$ cat src/rtl/dbg_sel_pkg.sv
package dbg_sel_pkg;

   typedef enum logic [1:0] {
      PH_LEAD  = 2'd0,   // counting leading ones
      PH_KEY   = 2'd1,   // matching the selection key
      PH_TRAIL = 2'd2,   // counting trailing ones
      PH_SWD   = 2'd3    // serial-wire mode committed (sticky)
   } phase_e;

endpackage

$ cat src/rtl/dbg_run_counter.sv
module dbg_run_counter #(
   parameter int RUN_SAT = 64
) (
   input  logic                          clk_i,
   input  logic                          por_n_i,
   input  logic                          inc_i,
   input  logic                          clr_i,
   input  logic                          seed_i,
   output logic [$clog2(RUN_SAT+1)-1:0]  cnt_o
);
   localparam int CW = $clog2(RUN_SAT+1);

   logic [CW-1:0] cnt_q;

   always_ff @(posedge clk_i or negedge por_n_i) begin
      if (!por_n_i)
         cnt_q <= '0;
      else if (clr_i)
         cnt_q <= {{(CW-1){1'b0}}, seed_i};
      else if (inc_i && (cnt_q != CW'(RUN_SAT)))
         cnt_q <= cnt_q + 1'b1;
   end

   assign cnt_o = cnt_q;

   // the count never passes the saturation ceiling
   assert_no_overflow_R7: assert property (@(posedge clk_i) disable iff (!por_n_i)
      cnt_q <= CW'(RUN_SAT));

   // at the ceiling a further increment leaves the count unchanged
   assert_sat_hold_R7: assert property (@(posedge clk_i) disable iff (!por_n_i)
      (inc_i && !clr_i && cnt_q == CW'(RUN_SAT)) |=> (cnt_q == CW'(RUN_SAT)));
endmodule

$ cat src/rtl/dbg_key_tracker.sv
module dbg_key_tracker #(
   parameter int              KEY_W     = 16,
   parameter logic [KEY_W-1:0] KEY      = 16'h79E7,
   parameter bit              MSB_FIRST = 1'b1
) (
   input  logic clk_i,
   input  logic por_n_i,
   input  logic start_i,
   input  logic adv_i,
   output logic first_bit_o,
   output logic exp_bit_o,
   output logic last_o
);
   localparam int IW = (KEY_W > 2) ? $clog2(KEY_W) : 1;

   logic [KEY_W-1:0] key_ord;
   logic [IW-1:0]    idx_q;

   // key reordered so that position 0 is the first bit on the wire
   generate
      if (MSB_FIRST) begin : g_msb
         for (genvar i = 0; i < KEY_W; i++) begin : g_bit
            assign key_ord[i] = KEY[KEY_W-1-i];
         end
      end else begin : g_lsb
         assign key_ord = KEY;
      end
   endgenerate

   always_ff @(posedge clk_i or negedge por_n_i) begin
      if (!por_n_i)
         idx_q <= '0;
      else if (start_i)
         idx_q <= IW'(1);
      else if (adv_i)
         idx_q <= idx_q + 1'b1;
   end

   assign first_bit_o = key_ord[0];
   assign exp_bit_o   = key_ord[idx_q];
   assign last_o      = (idx_q == IW'(KEY_W-1));

   // the sequencer never advances past the final key bit
   assert_idx_bound_R3: assert property (@(posedge clk_i) disable iff (!por_n_i)
      adv_i |-> !last_o);
endmodule

$ cat src/rtl/dbg_mode_out.sv
module dbg_mode_out (
   input  logic clk_i,
   input  logic por_n_i,
   input  logic commit_i,
   output logic swd_mode_o,
   output logic pulse_o,
   output logic tms_hold_o
);
   logic mode_q;
   logic pulse_q;

   always_ff @(posedge clk_i or negedge por_n_i) begin
      if (!por_n_i) begin
         mode_q  <= 1'b0;
         pulse_q <= 1'b0;
      end else begin
         mode_q  <= mode_q | commit_i;
         pulse_q <= commit_i & ~mode_q;
      end
   end

   assign swd_mode_o = mode_q;
   assign pulse_o    = pulse_q;
   assign tms_hold_o = mode_q;

   // serial-wire mode is sticky until power-on reset
   assert_mode_sticky_R5: assert property (@(posedge clk_i) disable iff (!por_n_i)
      mode_q |=> mode_q);

   // pulse lasts one cycle
   assert_pulse_single_R6: assert property (@(posedge clk_i) disable iff (!por_n_i)
      pulse_q |=> !pulse_q);

   // pulse only on the rising of the mode
   assert_pulse_edge_R6: assert property (@(posedge clk_i) disable iff (!por_n_i)
      pulse_q |-> (mode_q && !$past(mode_q)));
endmodule

$ cat src/rtl/dbg_wire_mode_sel.sv
module dbg_wire_mode_sel #(
   parameter int               RUN_MIN   = 50,
   parameter int               RUN_SAT   = 64,
   parameter int               KEY_W     = 16,
   parameter logic [KEY_W-1:0] KEY       = 16'h79E7,
   parameter bit               MSB_FIRST = 1'b1
) (
   input  logic clk_i,
   input  logic por_n_i,
   input  logic sel_i,
   output logic swd_mode_o,
   output logic switch_pulse_o,
   output logic bscan_tms_hold_o
);
   import dbg_sel_pkg::*;

   localparam int CW = $clog2(RUN_SAT+1);
   localparam logic FIRST_KEY_BIT = MSB_FIRST ? KEY[KEY_W-1] : KEY[0];

   // elaboration-time parameter checks
   generate
      if (RUN_SAT <= RUN_MIN) begin : g_bad_sat
         $error("RUN_SAT must exceed RUN_MIN");
      end
      if (KEY_W < 2) begin : g_bad_w
         $error("KEY_W must be at least 2");
      end
      if (FIRST_KEY_BIT != 1'b0) begin : g_bad_key
         $error("first key bit on the wire must be 0 to end the lead run");
      end
   endgenerate

   phase_e        ph_q, ph_d;
   logic [CW-1:0] cnt;
   logic          cnt_inc, cnt_clr, cnt_seed;
   logic          key_start, key_adv;
   logic          key_first, key_exp, key_last;
   logic          commit;
   logic          run_done;

   assign run_done = (cnt >= CW'(RUN_MIN));   // with this 1, run exceeds RUN_MIN

   dbg_run_counter #(.RUN_SAT(RUN_SAT)) u_run (
      .clk_i   (clk_i),
      .por_n_i (por_n_i),
      .inc_i   (cnt_inc),
      .clr_i   (cnt_clr),
      .seed_i  (cnt_seed),
      .cnt_o   (cnt)
   );

   dbg_key_tracker #(.KEY_W(KEY_W), .KEY(KEY), .MSB_FIRST(MSB_FIRST)) u_key (
      .clk_i       (clk_i),
      .por_n_i     (por_n_i),
      .start_i     (key_start),
      .adv_i       (key_adv),
      .first_bit_o (key_first),
      .exp_bit_o   (key_exp),
      .last_o      (key_last)
   );

   dbg_mode_out u_out (
      .clk_i      (clk_i),
      .por_n_i    (por_n_i),
      .commit_i   (commit),
      .swd_mode_o (swd_mode_o),
      .pulse_o    (switch_pulse_o),
      .tms_hold_o (bscan_tms_hold_o)
   );

   always_comb begin
      ph_d      = ph_q;
      cnt_inc   = 1'b0;
      cnt_clr   = 1'b0;
      cnt_seed  = 1'b0;
      key_start = 1'b0;
      key_adv   = 1'b0;
      commit    = 1'b0;
      unique case (ph_q)
         PH_LEAD: begin
            if (sel_i) begin
               cnt_inc = 1'b1;
            end else begin
               cnt_clr = 1'b1;
               if (cnt > CW'(RUN_MIN) && sel_i == key_first) begin
                  key_start = 1'b1;
                  ph_d      = PH_KEY;
               end
            end
         end
         PH_KEY: begin
            if (sel_i == key_exp) begin
               if (key_last) begin
                  cnt_clr = 1'b1;
                  ph_d    = PH_TRAIL;
               end else begin
                  key_adv = 1'b1;
               end
            end else begin
               cnt_clr  = 1'b1;
               cnt_seed = sel_i;        // mismatching 1 opens a new lead run
               ph_d     = PH_LEAD;
            end
         end
         PH_TRAIL: begin
            if (sel_i) begin
               cnt_inc = 1'b1;
               if (run_done) begin
                  commit = 1'b1;
                  ph_d   = PH_SWD;
               end
            end else begin
               cnt_clr = 1'b1;
               ph_d    = PH_LEAD;
            end
         end
         PH_SWD: begin
            ph_d = PH_SWD;
         end
         default: ph_d = PH_LEAD;
      endcase
   end

   always_ff @(posedge clk_i or negedge por_n_i) begin
      if (!por_n_i)
         ph_q <= PH_LEAD;
      else
         ph_q <= ph_d;
   end

   // key phase is entered only after a long enough lead run
   assert_key_entry_R2: assert property (@(posedge clk_i) disable iff (!por_n_i)
      (ph_q == PH_LEAD && ph_d == PH_KEY) |-> (cnt > CW'(RUN_MIN) && !sel_i));

   // commit happens only out of the trailing phase on a sampled 1
   assert_commit_src_R4: assert property (@(posedge clk_i) disable iff (!por_n_i)
      $rose(swd_mode_o) |-> ($past(ph_q) == PH_TRAIL && $past(sel_i)));

   // the sequencer phase and the output mode agree
   assert_mode_match_R5: assert property (@(posedge clk_i) disable iff (!por_n_i)
      (ph_q == PH_SWD) == swd_mode_o);
endmodule

$ cat config.mk
export PLATFORM = sky130hd
export DESIGN_NAME = dbg_wire_mode_sel
export DESIGN_NICKNAME = d
export VERILOG_FILES = /design/src/rtl/dbg_sel_pkg.sv /design/src/rtl/dbg_run_counter.sv /design/src/rtl/dbg_key_tracker.sv /design/src/rtl/dbg_mode_out.sv /design/src/rtl/dbg_wire_mode_sel.sv
export SDC_FILE = /design/constraint.sdc
export NUM_CORES = 1
export LEC_CHECK = 0
export BUFFER_PORTS_ARGS = -buffer_cell sky130_fd_sc_hd__clkbuf_2
export CAP_MARGIN = 20
export CORE_UTILIZATION = 45
export DETAILED_ROUTE_END_ITERATION = 8
export SETUP_SLACK_MARGIN = 0.15
export SLEW_MARGIN = 20
export SYNTH_ARGS = -nofsm -noshare
export SYNTH_HDL_FRONTEND = slang
export SYNTH_SLANG_ARGS = --single-unit
$ cat constraint.sdc
create_clock -name clk_i -period 4.4 [get_ports clk_i]
set_input_delay 0.22 -clock clk_i [delete_from_list [all_inputs] [get_ports clk_i]]
set_output_delay 0.22 -clock clk_i [all_outputs]
set_load 0.1 [all_outputs]
==> results of run 1 <==
[kinds of logic after synthesis]
kind of cell / count (synthesis)
simple gates: 38
mux: 3
buf+inv: 6
xor+xnor: 7
fa+ha+maj: 6
compound gates: 17
flops: 15
[cell usage after synthesis (all sizes together), types with 2 or more instances]
master / n / area (um^2)
dfrtp: 15 / 375.4
nor2: 12 / 47.55
ha: 6 / 75.07
nand2: 6 / 22.52
a211oi: 5 / 37.54
a21oi: 5 / 25.02
inv: 5 / 18.77
xor2: 4 / 35.03
mux2i: 3 / 30.03
nand2b: 3 / 18.77
nand3: 3 / 27.53
nand4: 3 / 18.77
xnor2: 3 / 26.28
and2b: 2 / 18.77
and3: 2 / 12.51
nor3: 2 / 10.01
o21ai: 2 / 10.00
[power by group]
group / leakage [uW] / internal [uW] / switching [uW]
combinational: 0.000240 / 60.8 / 76.9
sequential: 0.000202 / 159 / 29.9
clock: 0.0000150 / 35.3 / 47.0
total: 0.000457 / 256 / 154
[worst paths after layout]
check                                                start                         end  slack, ns  cells after the start
max in group asynchronous                          por_n_i  u_run.cnt_o[3]$_DFFE_PN0P_       3.76                      2
min in group clk_i                                   sel_i         ph_q[1]$_DFFE_PN0P_       0.37                      3
worst max-delay path            u_key.idx_q[0]$_DFFE_PN0P_  u_run.cnt_o[0]$_DFFE_PN0P_       2.25                     10
worst max register to register  u_key.idx_q[0]$_DFFE_PN0P_  u_run.cnt_o[0]$_DFFE_PN0P_       2.25                     10
worst min register to register  u_out.swd_mode_o$_DFF_PN0_     u_out.pulse_o$_DFF_PN0_       0.46                      1
worst min-delay path                               por_n_i         ph_q[1]$_DFFE_PN0P_       0.36                      2
[sequential cells by signal, indices dropped and copies added, names as in the netlist]
| register | flops |
|---|---|
| u_run.cnt_o | 7 |
| u_key.idx_q | 4 |
| ph_q | 2 |
| u_out.pulse_o | 1 |
| u_out.swd_mode_o | 1 |
[critical path: cells and delay by family (launching register included)]
| family | cells | cell delay (ns) |
|---|---|---|
| AOI/OAI and AO/OA | 5 | 0.83 |
| adders and majority gates | 2 | 0.56 |
| buffers and inverters | 1 | 0.08 |
| DFF | 1 | 0.38 |
| and+or+nand+nor | 2 | 0.25 |
[final cells by class]
| cell class | count | area, um^2 |
|---|---|---|
| clock buffers | 4 | 26.28 |
| fillers | 176 | 810.8 |
| inverters | 5 | 18.77 |
| multi-input cells | 71 | 504.2 |
| flip-flops and latches | 15 | 375.4 |
| well taps | 25 | 31.28 |
| repair buffers | 6 | 35.03 |
[stage by stage]
step	worst slack [ns]	cells	hold WS, ns	util	instance area (um^2)
after floorplan	2.479	92	-0.07559	-	905.9
after global placement	2.324	121	0.1568	0.5299	954.7
after detailed placement	2.251	121	0.1586	0.5299	954.7
after CTS	2.231	126	0.3717	0.5500	991.0
after global routing	2.007	126	0.4059	0.5500	991.0
final	2.251	126	0.3615	0.5500	991.0
[repair_timing]
action,4_1_cts,5_1_grt
hold buffers,1,0
setup buffers,0,0
resized for setup,0,0
endpoints found under the hold margin,15,0
[routing by layer]
metal | GRT usage | vias to the layer above | share of wire
met5 | 0 | - | 0
met4 | 0.1371 | 0 | 0.031
met3 | 0.03462 | 4 | 0.025
met2 | 0.2472 | 9 | 0.40
met1 | 0.2906 | 316 | 0.54
li1 | - | 345 | -
==> run metrics, run 1 <==
TritonCTS clock tree=yes; Yosys cell types=32; Slew @ Worst Pin=around 0.54 ns; Clock transition at path regs=0.09 ns; pwr/cell area=~410 nW/um^2; cts bufs inserted=3; vias in the first global route=618; DR iter-0 viols=4; die area=about 2200 um^2; GR Overflow Total=0; synth warn=0; synthesized flop and latch total=15; # rows=15; Final Setup Violations=0; worst relative slew slack=0.6419; Skew-Pair Late Insertion Delay=0.30 ns; top_reg_cell synth=dfrtp_1; Pre-antenna DRT Iters=2; Simple-Gate Fraction of Synth Area=0.2376; Tcrit/Tclk final=0.4883; layout cell share with drive strength beyond 1=0.1485; slowest stage cell, crit path=dfrtp_1; Crit Path Max Fanout=8; first-pass GRT wire length=2822 um; TNS Setup=0 ns; Area growth syn-to-layout=9.392%; die width=46.87 um; Die Ht=46.87 um; Largest stage delay, worst path=0.38 ns; Hold Crit Class=input pin to asynchronous set/reset pin; ys async rst share=1.000; CP Launch Type=flop; Mapped Cells=92; Final min period=approximately 2.1 ns; Critical Path, Cell by Cell=inv_1 > ha_1 > nor2b_1 > a211oi_1 > a21oi_1 > ha_1 > o21a_1 > a2bb2oi_2 > nand3_1 > o21ai_1; Crit Path Class=flop to flop; Root Driver=clkbuf_4; largest family of logic cells by synthesized area=simple AND/OR/NAND/NOR gates; IO Pins=6; post-synthesis mux area share=0.03315; worst vdd ir=between 0.2 and 0.25 mV; DR WL/cell=12.92 um; Synth Cell Area=between 900 and 1000 um^2; Final Slew Violations=0; final WL=roughly 1600 um; # Max-Cap Violations=0; clk_skew=0.008819 ns; core area=1802 um^2; critical path data arrival time=2.38 ns; fmax=465.4 MHz; Synth Area per Inst=9.846 um^2; post-synthesis sequential area ratio=0.4144; Clock Tree Buf Depth=2; nets=about 110; CP Capture Type=flop; most frequent cells in the layout=dfrtp_1 (15), nor2_1 (11), nand2_1 (6), ha_1 (6); net count after synthesis=101; Synth Area in XOR/XNOR=0.06768; total chip power=409.2 uW; H-tree depth=1; GPL Wtd Cong=between 0.8 and 0.9; Sink Count=15; EDFF count, synth=0; starting density of the core=0.5028; commonest non-fill, non-tap cell in the layout=dfrtp_1; Via density=5.349; Static Leak=0.0004575 uW; drc violations=0; Antenna Nets Post-Route=0; Port Buf Inserts=5; CP most frequent cell=ha_1; worst endpoint required time=4.63 ns; RSZ-0062 raised after global routing=no; n_diodes=0; total number of vias=674; Total Routing Usage GR=0.1939; largest net degree at the start of global routing=16; Hold Vio Cnt, Final=0; initial antenna violation count=0; Synth Area in Compound Gates=0.1354; synthesized-area fraction occupied by adder cells=0.08287; status=finished, final reports clean
No activity file was read; power rests on OpenSTA's default activity.
==> run 2: changes to the inputs <==
Clock period 4.4 ns to 2 ns, I/O delays scaled along.
==> run 2 against run 1 <==
Compared with the run above: total power increased to 2.6 times the previous value; maximum frequency increased by 14%; utilization increased by 4.8 points; via count increased by 7.3%; combinational power increased to 3.4 times the previous value; hold slack got worse by 0.10 ns; clock-buffer cell count unchanged; cell count increased by 4.0%; die area unchanged; sequential power increased by 120%; critical path type unchanged; highest routed layer unchanged.
==> run metrics, run 2 (same netlist as run 1, synthesis figures left out) <==
final instance area=1077 um^2 (was 991.0 um^2); R2R depth=10 (unchanged); IO Pins=6 (unchanged); Skew-Pair Late Insertion Delay=0.28 ns (was 0.30 ns); Reg-to-Reg Start=u_key.idx_q[1]$_DFFE_PN0P_ (was u_key.idx_q[0]$_DFFE_PN0P_); worst relative slew slack=0.6431 (was 0.6419); pre-CTS WS=0.04354 ns (was 2.251 ns); starting density of the core=0.5028 (unchanged); initial antenna violation count=0 (unchanged); Total Routing Usage GR=0.1992 (was 0.1939); fmax=531.1 MHz (was 465.4 MHz); GR Overflow Total=0 (unchanged); total number of vias=723 (was 674); sequential power share=0.396 (was 0.462); # rows=15 (unchanged); critical path data arrival time=2.10 ns (was 2.38 ns); drc violations=0 (unchanged); final WL=1796 um (was 1628 um); Pint=666.9 uW (was 255.5 uW); Tcrit/Tclk final=0.9415 (was 0.4883); worst endpoint required time=2.22 ns (was 4.63 ns); Critical Path, Cell by Cell=inv_2 > ha_4 > nor2b_4 > a211oi_2 > a21oi_1 > ha_1 > o21a_1 > a2bb2oi_4 > nand3_1 > o21ai_1 (was inv_1 > ha_1 > nor2b_1 > a211oi_1 > a21oi_1 > ha_1 > o21a_1 > a2bb2oi_2 > nand3_1 > o21ai_1); clk_skew=0.003830 ns (was 0.008819 ns); pwr/cell area=985.3 nW/um^2 (was 413.0 nW/um^2); Sink Count=15 (unchanged); Slew @ Worst Pin=0.5377 ns (was 0.5394 ns); Crit Path Class=flop to flop (unchanged); Static Leak=0.0004854 uW (was 0.0004575 uW); Antenna Nets Post-Route=0 (unchanged); die width=46.87 um (unchanged); Worst Setup SP=u_key.idx_q[1]$_DFFE_PN0P_ (was u_key.idx_q[0]$_DFFE_PN0P_); Comb power frac=0.443 (was 0.336); Final Hold Slack=0.2608 ns (was 0.3615 ns); layout cell share with drive strength beyond 1=0.2642 (was 0.1485); flip-flop count of the largest register after layout=7 (unchanged); clock power share=0.161 (was 0.201); WP buf/inv=1 (unchanged); Hold Crit Class=input pin to asynchronous set/reset pin (unchanged); switching power of the nets=394.6 uW (was 153.7 uW); n_diodes=0 (unchanged); Root Driver=clkbuf_4 (unchanged); most frequent cells in the layout=dfrtp_1 (15), nor2_1 (11), nand2_1 (6) (was dfrtp_1 (15), nor2_1 (11), nand2_1 (6), ha_1 (6)); die area=2196 um^2 (unchanged); vias in the first global route=698 (was 618); r2r setup slk=0.12 ns (was 2.25 ns); Largest stage delay, worst path=0.40 ns (was 0.38 ns); first-pass GRT wire length=3022 um (was 2822 um); Port Buf Inserts=5 (unchanged); Final min period=1.883 ns (was 2.149 ns); Final Setup Violations=0 (unchanged); CP Launch Type=flop (unchanged); largest net degree at the start of global routing=16 (unchanged); DP Area=985.9 um^2 (was 954.7 um^2); Net Sw Frac=0.3717 (was 0.3756); slowest stage cell, crit path=dfrtp_1 (unchanged); DR WL/cell=13.71 um (was 12.92 um); Clock transition at path regs=0.08 ns (was 0.09 ns); reg2reg end=u_run.cnt_o[0]$_DFFE_PN0P_ (unchanged); Final Core Density=0.5979 (was 0.5500); TritonCTS clock tree=yes (unchanged); Pre-antenna DRT Iters=5 (was 2); CP Capture Type=flop (unchanged); H-tree depth=1 (unchanged); Crit Path Max Fanout=8 (unchanged); Hold Vio Cnt, Final=0 (unchanged); GPL Wtd Cong=0.8132 (was 0.8153); CP top delay family=compound AO/OA/AOI/OAI gates (unchanged); # Max-Cap Violations=0 (unchanged); RSZ-0062 raised after global routing=yes (was no); commonest non-fill, non-tap cell in the layout=dfrtp_1 (unchanged); worst vdd ir=0.7356 mV (was 0.2460 mV); Final Slew Violations=0 (unchanged); Clock Tree Buf Depth=2 (unchanged); core area=1802 um^2 (unchanged); Via density=5.519 (was 5.349); nets=116 (was 111); Detailed Place HPWL=1224 um; Die Ht=46.87 um (unchanged); DR iter-0 viols=9 (was 4); total chip power=1061 uW (was 409.2 uW); Area growth syn-to-layout=18.92% (was 9.392%); status=finished, final reports clean (unchanged); cts bufs inserted=3 (unchanged); final worst slack=0.1170 ns (was 2.251 ns)
==> run 2: cell type report <==
cell class                      count  area [um^2]
Inverter                            5        18.77
Fill cell                         156        724.4
Timing Repair Buffer               11        72.57
Clock buffer                        4        26.28
Sequential cell                    15        375.4
Multi-Input combinational cell     71        553.0
Tap cell                           25        31.28
==> run 2: how the worst max path moves through the flow <==
| stage | to | cells past startpoint |
|---|---|---|
| floorplan | u_run.cnt_o[0]$_DFFE_PN0P_ | 9 |
| global placement | u_key.idx_q[1]$_DFFE_PN0P_ | 9 |
| detailed placement | u_key.idx_q[1]$_DFFE_PN0P_ | 9 |
| CTS | u_run.cnt_o[0]$_DFFE_PN0P_ | 9 |
| global route | u_run.cnt_o[0]$_DFFE_PN0P_ | 10 |
| finish | u_run.cnt_o[0]$_DFFE_PN0P_ | 10 |
==> run 2: metal layers <==
layer / vias to the layer above / part of all wire / GRT usage
li1: 352 / - / -
met1: 348 / 0.51 / 0.2738
met2: 18 / 0.45 / 0.2861
met3: 5 / 0.028 / 0.03846
met4: 0 / 0.020 / 0.1257
met5: - / 0 / 0
==> run 2: power groups by stage <==
stage	logic, uW	clock network [uW]	registers [uW]
after global placement	351	0	420
after CTS	426	179	412
final	470	171	421
after detailed placement	358	0	422
after floorplan	264	0	407
after global routing	523	195	429
==> run 2: repair_timing <==
action / CTS / global route
pin swaps: 3 / 2
cloned: 0 / 0
endpoints found under the setup margin: 11 / 12
hold endpoints to repair: 15 / 0
hold buffers: 1 / 0
setup buffers: 2 / 1
gates resized for setup: 4 / 4
==> run 2: per-stage QoR <==
| step | TNS (ns) | cells |
|---|---|---|
| after global routing | -0.01413 | 131 |
| final | 0 | 131 |
| after floorplan | 0 | 92 |
| after CTS | 0 | 130 |
| after global placement | 0 | 123 |
| after detailed placement | 0 | 123 |
==> run 2: worst register-to-register path, cell delays in order (launching register included) <==
cell,delay [ns]
dfrtp_1,0.40
inv_2,0.07
ha_4,0.16
nor2b_4,0.12
a211oi_2,0.15
a21oi_1,0.06
ha_1,0.30
o21a_1,0.14
a2bb2oi_4,0.24
nand3_1,0.10
o21ai_1,0.08
